--- src/rtl/gpio_port_pkg.sv ---
package gpio_port_pkg;

  typedef enum logic [1:0] {
    PM_INPUT  = 2'b00,
    PM_OUTPUT = 2'b01,
    PM_ALT    = 2'b10,
    PM_ANALOG = 2'b11
  } pin_mode_e;

  localparam int unsigned OFS_MODE  = 'h00;
  localparam int unsigned OFS_DRV   = 'h04;
  localparam int unsigned OFS_SPEED = 'h08;
  localparam int unsigned OFS_PULL  = 'h0C;
  localparam int unsigned OFS_IN    = 'h10;
  localparam int unsigned OFS_OUT   = 'h14;
  localparam int unsigned OFS_SETCL = 'h18;
  localparam int unsigned OFS_AF_LO = 'h20;
  localparam int unsigned OFS_AF_HI = 'h24;
  localparam int unsigned OFS_SEC   = 'h30;

endpackage

--- src/rtl/gpio_cfg_word.sv ---
module gpio_cfg_word #(
  parameter int unsigned W = 32,
  parameter logic [W-1:0] RST_VAL = '0
) (
  input  logic         clk,
  input  logic         rst_n,
  input  logic         we,
  input  logic [W-1:0] wdata,
  output logic [W-1:0] q
);

  always_ff @(posedge clk or negedge rst_n) begin
    if (!rst_n) q <= RST_VAL;
    else if (we) q <= wdata;
  end

endmodule

--- src/rtl/gpio_in_sync.sv ---
module gpio_in_sync #(
  parameter int unsigned W = 16
) (
  input  logic         clk,
  input  logic         rst_n,
  input  logic [W-1:0] din,
  output logic [W-1:0] dout
);

  logic [W-1:0] stage1;

  always_ff @(posedge clk or negedge rst_n) begin
    if (!rst_n) begin
      stage1 <= '0;
      dout   <= '0;
    end else begin
      stage1 <= din;
      dout   <= stage1;
    end
  end

  // cycles since reset, saturating at 2, so the depth check never looks before reset
  logic [1:0] warm;
  always_ff @(posedge clk or negedge rst_n) begin
    if (!rst_n) warm <= '0;
    else if (warm != 2'd2) warm <= warm + 2'd1;
  end

  assert_sync_depth_R8: assert property (@(posedge clk) disable iff (!rst_n)
    (warm == 2'd2) |-> (dout == $past(din, 2)));

endmodule

--- src/rtl/gpio_out_data.sv ---
module gpio_out_data #(
  parameter int unsigned NPINS = 16,
  parameter int unsigned DW    = 32
) (
  input  logic             clk,
  input  logic             rst_n,
  input  logic             we_word,
  input  logic             we_setcl,
  input  logic [DW-1:0]    wdata,
  output logic [NPINS-1:0] level
);

  logic [NPINS-1:0] set_m, clr_m;
  assign set_m = wdata[NPINS-1:0];
  assign clr_m = wdata[NPINS +: NPINS];

  always_ff @(posedge clk or negedge rst_n) begin
    if (!rst_n) level <= '0;
    else if (we_word) level <= wdata[NPINS-1:0];
    else if (we_setcl) level <= (level & ~clr_m) | set_m;
  end

  assert_set_wins_R5: assert property (@(posedge clk) disable iff (!rst_n)
    we_setcl |=> ((level & $past(set_m)) == $past(set_m)));

  assert_clear_lowers_R5: assert property (@(posedge clk) disable iff (!rst_n)
    we_setcl |=> ((level & $past(clr_m & ~set_m)) == '0));

  assert_untouched_hold_R5: assert property (@(posedge clk) disable iff (!rst_n)
    we_setcl |=> ((level & ~$past(set_m | clr_m)) == ($past(level) & ~$past(set_m | clr_m))));

  assert_hold_idle_R7: assert property (@(posedge clk) disable iff (!rst_n)
    !(we_word || we_setcl) |=> $stable(level));

endmodule

--- src/rtl/gpio_port_regs.sv ---
module gpio_port_regs
  import gpio_port_pkg::*;
#(
  parameter int unsigned NPINS = 16,
  parameter int unsigned DW    = 32,
  parameter int unsigned AW    = 8
) (
  input  logic               clk,
  input  logic               rst_n,
  input  logic [AW-1:0]      bus_addr,
  input  logic               bus_wr_en,
  input  logic [DW-1:0]      bus_wdata,
  output logic [DW-1:0]      bus_rdata,
  input  logic [NPINS-1:0]   pad_in,
  output logic [2*NPINS-1:0] pad_mode,
  output logic [NPINS-1:0]   pad_out,
  output logic [NPINS-1:0]   pad_od_en,
  output logic [2*NPINS-1:0] pad_pull,
  output logic [2*NPINS-1:0] pad_speed,
  output logic [4*NPINS-1:0] pad_afsel
);

  localparam int unsigned FW2     = 2 * NPINS;
  localparam int unsigned AFW     = 4 * NPINS;
  localparam int unsigned AF_LO_W = DW;
  localparam int unsigned AF_HI_W = AFW - DW;

  logic sel_mode, sel_drv, sel_speed, sel_pull, sel_in, sel_out;
  logic sel_setcl, sel_aflo, sel_afhi, sel_sec;

  assign sel_mode  = bus_addr == AW'(OFS_MODE);
  assign sel_drv   = bus_addr == AW'(OFS_DRV);
  assign sel_speed = bus_addr == AW'(OFS_SPEED);
  assign sel_pull  = bus_addr == AW'(OFS_PULL);
  assign sel_in    = bus_addr == AW'(OFS_IN);
  assign sel_out   = bus_addr == AW'(OFS_OUT);
  assign sel_setcl = bus_addr == AW'(OFS_SETCL);
  assign sel_aflo  = bus_addr == AW'(OFS_AF_LO);
  assign sel_afhi  = bus_addr == AW'(OFS_AF_HI);
  assign sel_sec   = bus_addr == AW'(OFS_SEC);

  logic [AF_LO_W-1:0] af_lo;
  logic [AF_HI_W-1:0] af_hi;
  logic [NPINS-1:0]   sec_q;
  logic [NPINS-1:0]   in_q;

  gpio_cfg_word #(.W(FW2), .RST_VAL({FW2{PM_ANALOG[0]}})) u_mode (
    .clk(clk), .rst_n(rst_n), .we(bus_wr_en && sel_mode),
    .wdata(bus_wdata[FW2-1:0]), .q(pad_mode));

  gpio_cfg_word #(.W(NPINS)) u_drv (
    .clk(clk), .rst_n(rst_n), .we(bus_wr_en && sel_drv),
    .wdata(bus_wdata[NPINS-1:0]), .q(pad_od_en));

  gpio_cfg_word #(.W(FW2)) u_speed (
    .clk(clk), .rst_n(rst_n), .we(bus_wr_en && sel_speed),
    .wdata(bus_wdata[FW2-1:0]), .q(pad_speed));

  gpio_cfg_word #(.W(FW2)) u_pull (
    .clk(clk), .rst_n(rst_n), .we(bus_wr_en && sel_pull),
    .wdata(bus_wdata[FW2-1:0]), .q(pad_pull));

  gpio_cfg_word #(.W(AF_LO_W)) u_aflo (
    .clk(clk), .rst_n(rst_n), .we(bus_wr_en && sel_aflo),
    .wdata(bus_wdata[AF_LO_W-1:0]), .q(af_lo));

  gpio_cfg_word #(.W(AF_HI_W)) u_afhi (
    .clk(clk), .rst_n(rst_n), .we(bus_wr_en && sel_afhi),
    .wdata(bus_wdata[AF_HI_W-1:0]), .q(af_hi));

  gpio_cfg_word #(.W(NPINS)) u_sec (
    .clk(clk), .rst_n(rst_n), .we(bus_wr_en && sel_sec),
    .wdata(bus_wdata[NPINS-1:0]), .q(sec_q));

  gpio_out_data #(.NPINS(NPINS), .DW(DW)) u_out (
    .clk(clk), .rst_n(rst_n),
    .we_word(bus_wr_en && sel_out), .we_setcl(bus_wr_en && sel_setcl),
    .wdata(bus_wdata), .level(pad_out));

  gpio_in_sync #(.W(NPINS)) u_sync (
    .clk(clk), .rst_n(rst_n), .din(pad_in), .dout(in_q));

  // per-pin alternate-function index: low word for the first DW/4 pins, high word for the rest
  for (genvar p = 0; p < NPINS; p++) begin : g_af
    if (4 * p < AF_LO_W) begin : g_lo
      assign pad_afsel[4*p +: 4] = af_lo[4*p +: 4];
    end else begin : g_hi
      assign pad_afsel[4*p +: 4] = af_hi[4*p - AF_LO_W +: 4];
    end
  end

  always_comb begin
    bus_rdata = '0;
    unique case (1'b1)
      sel_mode:  bus_rdata[FW2-1:0]     = pad_mode;
      sel_drv:   bus_rdata[NPINS-1:0]   = pad_od_en;
      sel_speed: bus_rdata[FW2-1:0]     = pad_speed;
      sel_pull:  bus_rdata[FW2-1:0]     = pad_pull;
      sel_in:    bus_rdata[NPINS-1:0]   = in_q;
      sel_out:   bus_rdata[NPINS-1:0]   = pad_out;
      sel_aflo:  bus_rdata[AF_LO_W-1:0] = af_lo;
      sel_afhi:  bus_rdata[AF_HI_W-1:0] = af_hi;
      sel_sec:   bus_rdata[NPINS-1:0]   = sec_q;
      default:   bus_rdata = '0;
    endcase
  end

  assert_mode_hold_R2: assert property (@(posedge clk) disable iff (!rst_n)
    !(bus_wr_en && sel_mode) |=> $stable(pad_mode));

  assert_mode_take_R11: assert property (@(posedge clk) disable iff (!rst_n)
    (bus_wr_en && sel_mode) |=> (pad_mode == $past(bus_wdata[FW2-1:0])));

  assert_af_hold_R4: assert property (@(posedge clk) disable iff (!rst_n)
    !(bus_wr_en && (sel_aflo || sel_afhi)) |=> $stable(pad_afsel));

  assert_setcl_only_out_R6: assert property (@(posedge clk) disable iff (!rst_n)
    (bus_wr_en && sel_setcl) |=> ($stable(pad_mode) && $stable(pad_od_en) &&
                                  $stable(pad_pull) && $stable(pad_speed) &&
                                  $stable(pad_afsel)));

endmodule

--- config.mk ---
export PLATFORM = sky130hd
export DESIGN_NAME = gpio_port_regs
export DESIGN_NICKNAME = d
export VERILOG_FILES = /design/src/rtl/gpio_port_pkg.sv /design/src/rtl/gpio_cfg_word.sv /design/src/rtl/gpio_in_sync.sv /design/src/rtl/gpio_out_data.sv /design/src/rtl/gpio_port_regs.sv
export SDC_FILE = /design/constraint.sdc
export NUM_CORES = 1
export LEC_CHECK = 0
export BUFFER_PORTS_ARGS = -buffer_cell sky130_fd_sc_hd__buf_2
export CAP_MARGIN = 30
export CORE_MARGIN = 2
export CORE_UTILIZATION = 47
export DETAILED_ROUTE_END_ITERATION = 6
export GPL_TIMING_DRIVEN = 0
export PLACE_DENSITY = 0.77
export RECOVER_POWER = 50
export SYNTH_ARGS = -nofsm -noshare
export SYNTH_HDL_FRONTEND = slang
export SYNTH_SLANG_ARGS = --single-unit
--- constraint.sdc ---
create_clock -name clk -period 3.8 [get_ports clk]
set_input_delay 0.38 -clock clk [delete_from_list [all_inputs] [get_ports clk]]
set_output_delay 0.38 -clock clk [all_outputs]
set_load 0.01 [all_outputs]
### Word-level counts from Yosys, hierarchy flattened

Index checks and enable logic that the tools add are counted.

| storage, ports and cells | value |
|---|---|
| output and inout port bits | 224 |
| bits in registers | 240 |
| logic and storage cells | 37 |

| operators by class | value |
|---|---|
| mux-type cells | 4 |
| bitwise logic cells | 3 |
| reductions and logical operators | 11 |
| equality and inequality tests | 9 |

Operators by type and width:

| operator | count |
|---|---|
| $pmux W16 S9 | 1 |
| $pmux W16 S5 | 1 |
| $mux W16 | 2 |
| $eq A8 B5 Y1 const B | 3 |
| $eq A8 B6 Y1 const B | 3 |
| $and A16 B16 Y16 | 1 |
| $eq A8 B4 Y1 const B | 2 |
| $not A16 Y16 | 1 |
| $or A16 B16 Y16 | 1 |
| $logic_and A1 B1 Y1 | 9 |
| $eq A8 B3 Y1 const B | 1 |
| $logic_not A8 Y1 | 1 |
| $reduce_bool A2 Y1 | 1 |

### Logic depth before layout (Yosys ltp)

Gate-level depths: netlist of the first run.

| logic depth | value |
|---|---|
| depth after elaboration | 5 |
| depth in mapped cells | 7 |
| mapped depth without buffers | 4 |

### By module

Synthesis of the first run repeated with hierarchy kept, for this count alone.

| second synthesis, totals | value |
|---|---|
| cell total of the unflattened synthesis | 756 |
| area, all modules | 11433.5 µm² |

By module, submodules not included:

| module | cells each | area each (µm²) | times used |
|---|---|---|---|
| gpio_cfg_word at u_afhi ... | 68 | 1345.0 | 4 |
| gpio_port_regs | 261 | 1895.6 | 1 |
| gpio_cfg_word at u_mode | 68 | 1385.1 | 1 |
| gpio_cfg_word at u_drv ... | 34 | 649.4 | 2 |
| gpio_in_sync | 32 | 800.8 | 1 |
| gpio_out_data | 55 | 673.1 | 1 |

### Least setup slack after synthesis of the first run

No wires, ideal clock.

| timing | value |
|---|---|
| kind | input -> output |
| start | input bus_addr[4] |
| end | output bus_rdata[11] |
| cell stages on the path | 6 |
| data required time | 3.420 ns |
| arrival | 1.921 ns |
| slack | 1.499 ns |
| cells stage by stage | buf_2 -> or4b_2 -> clkbuf_1 -> nor3_1 -> a31oi_1 -> o21ai_0 |

| between the ends | value |
|---|---|
| word-level cells in the longest chain between the ends | 2 |
| elaborated cells between the ends (all ways) | 10 |
| those cells by class | eq/ne (8); mux (1); reduce/logical (1) |

RTL lines:

| what | line | text |
|---|---|---|
| start, declared | gpio_port_regs.sv:10 | `input logic [AW-1:0] bus_addr,` |
| $eq A8 B6 Y1 (tied with other cells) | gpio_port_regs.sv:40 | `assign sel_sec = bus_addr == AW'(OFS_SEC);` |
| $pmux W16 S9 * | gpio_port_regs.sv:94 | `unique case (1'b1)` |
| end, declared | gpio_port_regs.sv:13 | `output logic [DW-1:0] bus_rdata,` |

Every way passes the cells marked *; elsewhere a longest branch is shown, timed or not.

### Worst setup path after layout of the first run

| timing | value |
|---|---|
| start | input bus_addr[7] |
| end | output bus_rdata[26] |

| between the ends | value |
|---|---|
| word-level cells in the longest chain between the ends | 2 |
| elaborated cells between the ends (all ways) | 6 |
| those cells by class | eq/ne (4); mux (1); reduce/logical (1) |

RTL lines:

| what | line | text |
|---|---|---|
| $eq A8 B6 Y1 (tied with other cells) | gpio_port_regs.sv:39 | `assign sel_afhi = bus_addr == AW'(OFS_AF_HI);` |
| $pmux W16 S5 * | gpio_port_regs.sv:94 |  |

Marked as above.

==> results.md, run 1 <==
* Number of CTS-inserted buffers at 26
* Starting Density at 0.482
* Pins over their slew limit at 45
* CP max FO at 10
* Longest Clk Path Bufs at 3
* Maximum VDD drop at 317 uV
* Worst Hold Path EP: u_sync.stage1[15]
* Die X-Extent at 154 um
* Die Y at 154 um
* Post-Route WL at 35.0 mm
* R2r setup slk at 2.96 ns
* Worst Tran Pin Value at 2.90 ns
* Yosys top cell area share at 0.492
* RSZ-0062 raised after global routing: false
* Top FF cell, synth: dfrtp_1
* Clock skew at 0.00541 ns
* Synthesis-to-layout area growth at 25.4%
* CTS tree: built
* Status: finished, violations left
* Vias/cell at 6.00
* Half-perimeter wire length after placement at 24.8 mm
* Synthesized area at 10600 sq um
* Pwr Total at 5.73 mW
* Setup WS pre-CTS at 0.656 ns
* Synth Area in XOR/XNOR at 0
* Worst Hold Class: in -> reg
* Synth top area cells: dfrtp_1 49%, mux2_2 21%, dfstp_2 7.9%
* F_max at 316 MHz
* PnR worst setup slack at 0.633 ns
* R2R depth at 1
* Leak at 6.42 nW
* Worst Path Required at 3.42 ns
* CTS root buf: clkbuf_16
* First-pass DRT Iterations at 7
* First-pass GRT wire length at 51.8 mm
* Initial antenna violation count at 3
* Drt initial violations at 812
* Reported max-cap violation count at 1
* Crit start category: input pin
* Wirelength per Cell at 25.0 um
* Count leader, synth: dfrtp_1
* Die Area at 23700 sq um
* Post-synthesis mux area share at 0.260
* Final Critical Period at 3.17 ns
* Pin count of the biggest net entering global routing at 105
* Post-route clock period utilization at 0.833
* Critical Path AT at 2.79 ns
* Commonest cells post-synth: 208 x dfrtp_1, 201 x mux2_2, 41 x o21ai_0
* DRT antenna net count at 0
* Hold Vio Cnt, Final at 0
* Core area at 22000 sq um
* Vias at 8395
* Port bufs at 277
* Final setup fails at 0
* Total grt overflow at 0
* CTS Hold Buffers Added at 16
* Synth unique cells at 48
* Complex-gate fraction of the synthesized area at 0.103
* Async S/R FF share, synth at 1.00
* Placer Congestion at 0.858
* Post-CTS resize count at 0
* Clock Pin Slew Worst Setup and Hold Paths at 0.06 ns
* Reg area at 6050 sq um
* Hold Path Stages at 1
* Sequential fraction of the synthesis area at 0.571
* H-tree Lvls at 1
* Worst min-delay path startpoint: pad_in[15]
* Tot GR Track Use at 0.288
* Fill cells at 1837
* Gate Count Post-Synth at 771
* Worst flop-to-flop path startpoint: u_speed.q[4]
* Power density over cell area at 431 nW/um^2
* Nets@finish at 1156
* EDFF count, synth at 0
* # IOs at 283
* Post-CTS setup buffer count at 0
* Syn_nets at 830
* Adder-Cell Fraction of Synth Area at 0
* Cell taking the most area after synthesis: dfrtp_1
* Rows at 54
* Clock sinks at 240
* Syn Area/Cell at 13.7 sq um
* Max_slew headroom at -0.931
* Simple-gate share of the synthesized area at 0.0402
* Area occupied by multi-input gates at 4270 sq um
* Seq cells post-synth at 240
* DR DRC count at 8
* Critical Path Sink Type: primary output
* Critical path class: in -> out
* Share of post-route cells with drive strength above 1 at 0.462
* Synth warn at 0
* Vias in the first global route at 8225
* Largest family of logic cells by synthesized area: multiplexers
* Failing checks: DRC, capacitance limit, slew limit
* R2R Path End: u_speed.q[4]
* Later-pin clock latency in the skew report at 0.52 ns
## how the worst max path moves through the flow
stage | slack (ns) | start | to | cells after the start
after floorplan | 1.50 | bus_addr[4] | bus_rdata[11] | 6
final | 0.63 | bus_addr[7] | bus_rdata[26] | 7
after global placement | -1.87 | rst_n | u_pull.q[29] | 1
after global routing | 0.44 | rst_n | u_speed.q[28] | 2
after CTS | 0.65 | bus_addr[2] | bus_rdata[12] | 8
after detailed placement | 0.66 | bus_addr[7] | bus_rdata[26] | 7
## layer usage
layer | track usage | vias to the layer above | part of all wire
li1 | - | 3579 | -
met1 | 0.395 | 4292 | 0.42
met2 | 0.461 | 448 | 0.47
met3 | 0.0527 | 76 | 0.080
met4 | 0.109 | 0 | 0.033
met5 | 0 | - | 0
## cell type report
class | instances | share of cell area
clock buffer | 43 | 0.0592
clock inverter | 5 | 0.00217
buffer | 56 | 0.0187
timing repair buffer | 298 | 0.114
antenna | 3 | 0.000565
sequential | 240 | 0.455
tap | 280 | 0.0264
inverter | 6 | 0.00170
multi-input combinational | 469 | 0.322
## power by group
| group | total [mW] | leakage, nW | switching, mW | internal, mW |
|---|---|---|---|---|
| Sequential | 2.77 | 3.05 | 0.0843 | 2.69 |
| Combinational | 0.535 | 2.97 | 0.316 | 0.219 |
| Clock | 2.42 | 0.401 | 1.01 | 1.41 |
## flip-flops by register name (all words and copies together) (netlist names)
register	cells
u_mode.q	32
u_sync.dout	16
u_sec.q	16
u_sync.stage1	16
u_speed.q	32
u_afhi.q	32
u_aflo.q	32
u_drv.q	16
u_pull.q	32
u_out.level	16
## logic make-up after synthesis
kind of cell,Yosys count
AOI/OAI and AO/OA,163
buffers and inverters,62
DFF,240
muxes,235
and+or+nand+nor,71
## per-stage QoR
stage / hold WS (ns) / util / instances / TNS [ns] / instance area [sq um]
2_1_floorplan: 0.0844 / - / 771 / 0 / 10600
3_3_place_gp: 0.333 / 0.561 / 1328 / -394.53 / 12300
3_5_place_dp: 0.309 / 0.565 / 1333 / 0 / 12400
4_1_cts: 0.00331 / 0.610 / 1397 / 0 / 13400
5_1_grt: 0.0349 / 0.605 / 1400 / 0 / 13300
6_report: 0.0403 / 0.605 / 1400 / 0 / 13300
## worst max-delay path: stages
cell and delay, ns:
clkbuf_1 0.28, or4_1 0.19, clkbuf_1 0.39, clkbuf_1 0.63
clkbuf_1 0.54, o22ai_1 0.18, buf_2 0.18
## cells in the final DEF (no fill, tap or decap), types with 3 or more instances in the layout
cell and instances:
dlygate4sd3_1 16, clkbuf_1 122, o22ai_1 21, buf_2 212
nor2b_1 3, nand2_1 25, a222oi_1 14, nand3_1 7
clkinv_2 4, dfrtp_1 208, mux2_2 201, o21ai_0 41
a31oi_1 5, dfstp_2 32, mux2i_1 16, clkbuf_16 27
nor2_1 5, a21oi_1 23, nor3_1 6, or3_1 4
diode_2 3, buf_1 9, a22oi_1 36, mux2_4 10
inv_1 6, a32oi_1 3, a22o_1 3, mux4_2 8
nand2b_1 5, clkbuf_8 5, o22a_1 5
(Power assumes the default switching activity.)
==> run 2: changes to the inputs <==
clock period = 3.19 ns   (was 3.8 ns; I/O delays follow)
==> run 2 against run 1 <==
  * The run ends with capacitance limit, slew limit left
  * Register-to-register slack got worse by 0.61 ns
  * Critical path depth did not move
  * Die area did not move
  * Combinational power rose by 19%
  * Clock power rose by 19%
  * Sequential share of layout area fell by 0.060 points
  * Power rose by 19%
  * Via count barely moved
  * Critical path type unchanged
==> results.md, run 2 (synthesis results as in run 1) <==
* Worst min-delay path startpoint: bus_wdata[13] (was pad_in[15])
* Synthesis-to-layout area growth at 25.6% (was 25.4%)
* Slowest cell on crit path: clkbuf_1 (unchanged)
* RSZ-0062 raised after global routing: false (unchanged)
* Wirelength per Cell at 24.9 um (was 25.0 um)
* Clock skew at 0.00473 ns (was 0.00541 ns)
* Power density over cell area at 513 nW/um^2 (was 431 nW/um^2)
* Total grt overflow at 0 (unchanged)
* Worst flop-to-flop path startpoint: u_speed.q[4] (unchanged)
* Critical Path Sink Type: primary output (unchanged)
* H-tree Lvls at 1 (unchanged)
* Worst Hold Path EP: u_out.level[13] (was u_sync.stage1[15])
* First-pass DRT Iterations at 5 (was 7)
* Maximum VDD drop at 376 uV (was 317 uV)
* Number of CTS-inserted buffers at 26 (unchanged)
* Die X-Extent at 154 um (unchanged)
* Failing checks: capacitance limit, slew limit (was DRC, capacitance limit, slew limit)
* Vias at 8393 (was 8395)
* Post-Route WL at 34.9 mm (was 35.0 mm)
* Nets@finish at 1157 (was 1156)
* Reported max-cap violation count at 1 (unchanged)
* DR DRC count at 0 (was 8)
* Core area at 22000 sq um (unchanged)
* Cells after DPL at 1333 (unchanged)
* Vias in the first global route at 8227 (was 8225)
* Fin Setup TNS at 0 ns (unchanged)
* CP max FO at 10 (unchanged)
* Leak at 6.43 nW (was 6.42 nW)
* Half-perimeter wire length after placement at 24.8 mm (unchanged)
* R2r setup slk at 2.35 ns (was 2.96 ns)
* DRT antenna net count at 0 (unchanged)
* Critical Path AT at 2.72 ns (was 2.79 ns)
* Crit path buf inv count at 5 (unchanged)
* Hold Path Stages at 3 (was 1)
* Initial antenna violation count at 3 (unchanged)
* Status: finished, violations left (unchanged)
* Finished Layout Cells at 1401 (was 1400)
* Port bufs at 277 (unchanged)
* R2R depth at 1 (unchanged)
* Fill cells at 1832 (was 1837)
* Commonest non-fill, non-tap cell in the layout: buf_2 (unchanged)
* # IOs at 283 (unchanged)
* Die Y at 154 um (unchanged)
* Vias/cell at 5.99 (was 6.00)
* R2R Path End: u_speed.q[4] (unchanged)
* Hold Vio Cnt, Final at 0 (unchanged)
* Longest Clk Path Bufs at 3 (unchanged)
* Starting Density at 0.482 (unchanged)
* Post-route clock period utilization at 0.951
* Worst hold slack at 0.111 ns (was 0.0403 ns)
* CTS root buf: clkbuf_16 (unchanged)
* Commonest non-fill, non-tap cells in the layout: 213 x buf_2, 208 x dfrtp_1, 201 x mux2_2, 120 x clkbuf_1, 41 x o21ai_0 (was 212 x buf_2, 208 x dfrtp_1, 201 x mux2_2, 122 x clkbuf_1, 41 x o21ai_0)
* Later-pin clock latency in the skew report at 0.52 ns (about the same)
* Pin count of the biggest net entering global routing at 105 (unchanged)
* Die Area at 23700 sq um (unchanged)
* Max_slew headroom at -0.644 (was -0.931)
* Share of post-route cells with drive strength above 1 at 0.462 (about the same)
* Crit start category: input pin (unchanged)
* Crit path from: bus_addr[7] (unchanged)
* Worst Path Required at 2.87 ns (was 3.42 ns)
* CTS tree: built (unchanged)
* Critical path class: in -> out (unchanged)
* CP dominant cell by count: clkbuf_1 (unchanged)
* Rows at 54 (unchanged)
* Clock sinks at 240 (unchanged)
* Drt initial violations at 894 (was 812)
* Worst Tran Pin Value at 2.47 ns (was 2.90 ns)
* Clock Pin Slew Worst Setup and Hold Paths at 0.06 ns (about the same)
* Crit-path max cell delay at 0.62 ns (was 0.63 ns)
* F_max at 330 MHz
* Placer Congestion at 0.858 (unchanged)
* First-pass GRT wire length at 51.8 mm (about the same)
* Final Core Density at 0.605 (about the same)
* Final setup fails at 0 (unchanged)
* Pins over their slew limit at 45 (unchanged)
* Family with the most delay on the worst path: buffers and inverters (unchanged)
* Critical path cell sequence: clkbuf_1 -> or4_1 -> clkbuf_1 -> clkbuf_1 -> clkbuf_1 -> o22ai_1 -> buf_2 (unchanged)
* Tot GR Track Use at 0.288 (about the same)
* Worst Hold Class: in -> reg (unchanged)
* Final Critical Period at 3.03 ns
* Post-CTS resize count at 0 (unchanged)
run 2: area by class of cell:
cell class | instances | area [sq um] | share of cell area
repair buffers | 299 | 1530 | 0.115
well taps | 280 | 350 | 0.0264
multi-input cells | 469 | 4270 | 0.321
clock inverters | 5 | 28.8 | 0.00216
plain buffers | 56 | 248 | 0.0186
inverters | 6 | 22.5 | 0.00169
flip-flops and latches | 240 | 6050 | 0.455
diodes | 3 | 7.51 | 0.000565
clock buffers | 43 | 786 | 0.0591
run 2: stage by stage:
stage	worst slack, ns	cell area, sq um	power, mW
floorplan	1.01	10600	3.62
global placement	-2.41	12300	3.95
detailed placement	0.168	12400	3.98
CTS	0.162	13400	6.86
global route	0.00715	13300	7.04
finish	0.156	13300	6.82
run 2: report_power, final:
group	switching [mW]	leakage, nW	internal, mW
clock	1.21	0.401	1.67
sequential	0.0998	3.05	3.20
combinational	0.377	2.98	0.263
run 2: metal layers:
| metal | share of wire | wire (um) | track usage | vias to the layer above |
|---|---|---|---|---|
| li1 | - | - | - | 3579 |
| met1 | 0.42 | 14600 | 0.395 | 4278 |
| met2 | 0.47 | 16400 | 0.461 | 455 |
| met3 | 0.079 | 2760 | 0.0527 | 81 |
| met4 | 0.033 | 1170 | 0.108 | 0 |
| met5 | 0 | 0 | 0 | - |
run 2: repair_timing:
item / in CTS / in global routing
endpoints found under the hold margin: 56 / 0
buffers inserted: 0 / 0
hold buffers: 17 / 0
run 2: worst max path at each step:
| stage | cells after the start | end | slack [ns] |
|---|---|---|---|
| 6_report | 7 | bus_rdata[26] | 0.16 |
| 5_1_grt | 8 | bus_rdata[8] | 0.007 |
| 4_1_cts | 8 | bus_rdata[12] | 0.16 |
| 3_5_place_dp | 7 | bus_rdata[26] | 0.17 |
| 3_3_place_gp | 1 | u_pull.q[29] | -2.41 |
| 2_1_floorplan | 6 | bus_rdata[11] | 1.01 |
run 2: tightest hold or removal path, stage by stage:
cell     delay, ns
buf_2         0.14
o21ai_0       0.08
nand2_1       0.06
==> run 3: changes to the inputs <==
PLACE_DENSITY = default   (was 0.77)
PLACE_DENSITY_LB_ADDON = 0.25   (was default)
==> run 3 against run 2 <==
  * The run still ends with capacitance limit, slew limit left
  * Power is 3.1% higher
  * Flip-flop and latch count stayed put
  * Sequential power hardly changed
  * Combinational power is 3.3% lower
  * Worst hold slack worse by 0.011 ns
  * Critical path type unchanged
  * Utilization is 0.40 points lower
  * Clock skew is 0.0023 ns lower
  * Routed wire length is 0.89% lower
  * Die area stayed put
  * Largest power group unchanged
  * Non-clock buffer count is 1 lower
==> results.md, run 3 (synthesis results as in run 1) <==
* Half-perimeter wire length after placement at 24.1 mm (was 24.8 mm)
* Worst Path Required at 2.87 ns (about the same)
* Nets@finish at 1156 (was 1157)
* Worst Tran Pin Value at 1.67 ns (was 2.47 ns)
* Share of post-route cells with drive strength above 1 at 0.372 (was 0.462)
* Critical path cell sequence: clkbuf_1 -> or4_1 -> clkbuf_1 -> buf_1 -> clkbuf_1 -> o22ai_1 -> buf_2 (was clkbuf_1 -> or4_1 -> clkbuf_1 -> clkbuf_1 -> clkbuf_1 -> o22ai_1 -> buf_2)
* CP max FO at 10 (unchanged)
* Pins over their slew limit at 121 (was 45)
* Crit-path max cell delay at 0.64 ns (was 0.62 ns)
* Hold Vio Cnt, Final at 0 (unchanged)
* Pin count of the biggest net entering global routing at 122 (was 105)
* First-pass DRT Iterations at 6 (was 5)
* Post-route clock period utilization at 0.965 (was 0.951)
* CTS tree: built (unchanged)
* Cells after DPL at 1332 (was 1333)
* Final Instance Area at 13200 sq um (was 13300 sq um)
* F_max at 325 MHz (was 330 MHz)
* CP dominant cell by count: clkbuf_1 (unchanged)
* Critical path class: in -> out (unchanged)
* Reported max-cap violation count at 1 (unchanged)
* RSZ-0062 raised after global routing: false (unchanged)
* Longest Clk Path Bufs at 3 (unchanged)
* Failing checks: capacitance limit, slew limit (unchanged)
* DRT antenna net count at 0 (unchanged)
* Initial antenna violation count at 2 (was 3)
* R2R depth at 1 (unchanged)
* Family with the most delay on the worst path: buffers and inverters (unchanged)
* Commonest non-fill, non-tap cells in the layout: 208 x dfrtp_1, 201 x clkbuf_1, 201 x mux2_2, 122 x buf_2, 41 x o21ai_0 (was 213 x buf_2, 208 x dfrtp_1, 201 x mux2_2, 120 x clkbuf_1, 41 x o21ai_0)
* First-pass GRT wire length at 51.1 mm (was 51.8 mm)
* Die X-Extent at 154 um (unchanged)
* Fin Setup TNS at 0 ns (unchanged)
* Tot GR Track Use at 0.286 (was 0.288)
* Clock sinks at 240 (unchanged)
* Finished Layout Cells at 1399 (was 1401)
* Starting Density at 0.482 (unchanged)
* Final setup fails at 0 (unchanged)
* Leak at 6.13 nW (was 6.43 nW)
* Vias at 8295 (was 8393)
* DR DRC count at 0 (unchanged)
* Pwr Total at 7.03 mW (was 6.82 mW)
* Crit start category: input pin (unchanged)
* Crit path buf inv count at 5 (unchanged)
* CTS root buf: clkbuf_16 (unchanged)
* Worst Hold Path EP: u_aflo.q[25] (was u_out.level[13])
* Rows at 54 (unchanged)
* Status: finished, violations left (unchanged)
* Placer Congestion at 0.850 (was 0.858)
* Final Critical Period at 3.08 ns (was 3.03 ns)
* Clock Pin Slew Worst Setup and Hold Paths at 0.06 ns (about the same)
* R2r setup slk at 2.37 ns (was 2.35 ns)
* Total grt overflow at 0 (unchanged)
* Fill cells at 1850 (was 1832)
* Post-CTS setup buffer count at 0 (unchanged)
* Critical Path AT at 2.76 ns (was 2.72 ns)
* Maximum VDD drop at 439 uV (was 376 uV)
* Critical Path Sink Type: primary output (unchanged)
* Synthesis-to-layout area growth at 24.7% (was 25.6%)
* Vias/cell at 5.93 (was 5.99)
* Cell Area, Placed at 12400 sq um (about the same)
* Post-Route WL at 34.6 mm (was 34.9 mm)
* PnR worst setup slack at 0.113 ns (was 0.156 ns)
* Commonest non-fill, non-tap cell in the layout: dfrtp_1 (was buf_2)
* Clock skew at 0.00242 ns (was 0.00473 ns)
* Port bufs at 277 (unchanged)
* Setup WS pre-CTS at 0.188 ns (was 0.168 ns)
* # IOs at 283 (unchanged)
* Later-pin clock latency in the skew report at 0.53 ns (was 0.52 ns)
* Worst Hold Class: in -> reg (unchanged)
* Wirelength per Cell at 24.7 um (was 24.9 um)
* Power density over cell area at 532 nW/um^2 (was 513 nW/um^2)
* Worst min-delay path startpoint: bus_wdata[25] (was bus_wdata[13])
* Max_slew headroom at -0.111 (was -0.644)
* Core area at 22000 sq um (unchanged)
* Vias in the first global route at 8222 (was 8227)
* Hold Path Stages at 2 (was 3)
* Die Y at 154 um (unchanged)
* H-tree Lvls at 1 (unchanged)
* Die Area at 23700 sq um (unchanged)
* Number of CTS-inserted buffers at 26 (unchanged)
* Worst flop-to-flop path startpoint: u_aflo.q[1] (was u_speed.q[4])
* Drt initial violations at 776 (was 894)
* R2R Path End: u_aflo.q[1] (was u_speed.q[4])
* Slowest cell on crit path: buf_1 (was clkbuf_1)
==> run 3: changes by cell type in the layout (fill, tap and decap cells not counted), moves of 2 or more <==
cell | previous run | this run
buf_16 | 2 | 0
buf_2 | 213 | 122
dfstp_2 | 32 | 12
bufinv_16 | 0 | 3
clkinv_2 | 4 | 12
dfstp_1 | 0 | 20
clkbuf_1 | 120 | 201
==> run 3: what timing repair did <==
| item | 4_1_cts | 5_1_grt |
|---|---|---|
| gates resized for setup | 0 | 2 |
| endpoints found under the setup margin | 0 | 7 |
| hold buffers | 17 | 0 |
| hold endpoints to repair | 117 | 0 |
==> run 3: power by group <==
part	switching (mW)	internal [mW]	total [mW]
sequential	0.0983	3.19	3.29
combinational	0.375	0.243	0.618
clock	1.23	1.89	3.12
total	1.70	5.33	7.03
==> run 3: worst max path at each step <==
stage / end / start / cells past startpoint
4_1_cts: bus_rdata[8] / bus_addr[2] / 8
5_1_grt: bus_rdata[28] / bus_addr[7] / 7
3_3_place_gp: u_sync.stage1[7] / rst_n / 1
6_report: bus_rdata[28] / bus_addr[7] / 7
3_5_place_dp: bus_rdata[8] / bus_addr[2] / 8
2_1_floorplan: bus_rdata[11] / bus_addr[4] / 6
==> run 3: final cells by class <==
class	instances	area, sq um	share of cell area
Antenna cell	2	5.00	0.000379
Clock buffer	33	748	0.0567
Timing Repair Buffer	298	1370	0.104
Sequential cell	240	6050	0.458
Clock inverter	15	150	0.0114
Buffer	56	249	0.0189
Tap cell	280	350	0.0265
Multi-Input combinational cell	469	4270	0.323
Inverter	6	22.5	0.00171
==> run 3: stage by stage <==
stage                     hold slack [ns]  utilization
after floorplan                    0.0234            -
after global placement              0.333        0.561
after detailed placement            0.335        0.564
after CTS                          0.0914        0.613
after global routing                0.115        0.601
final                              0.0999        0.601
==> run 3: metal layers <==
| layer | wire (um) | global-route usage |
|---|---|---|
| met5 | 0 | 0 |
| met4 | 1360 | 0.113 |
| met3 | 2940 | 0.0629 |
| met2 | 15700 | 0.448 |
| met1 | 14600 | 0.391 |
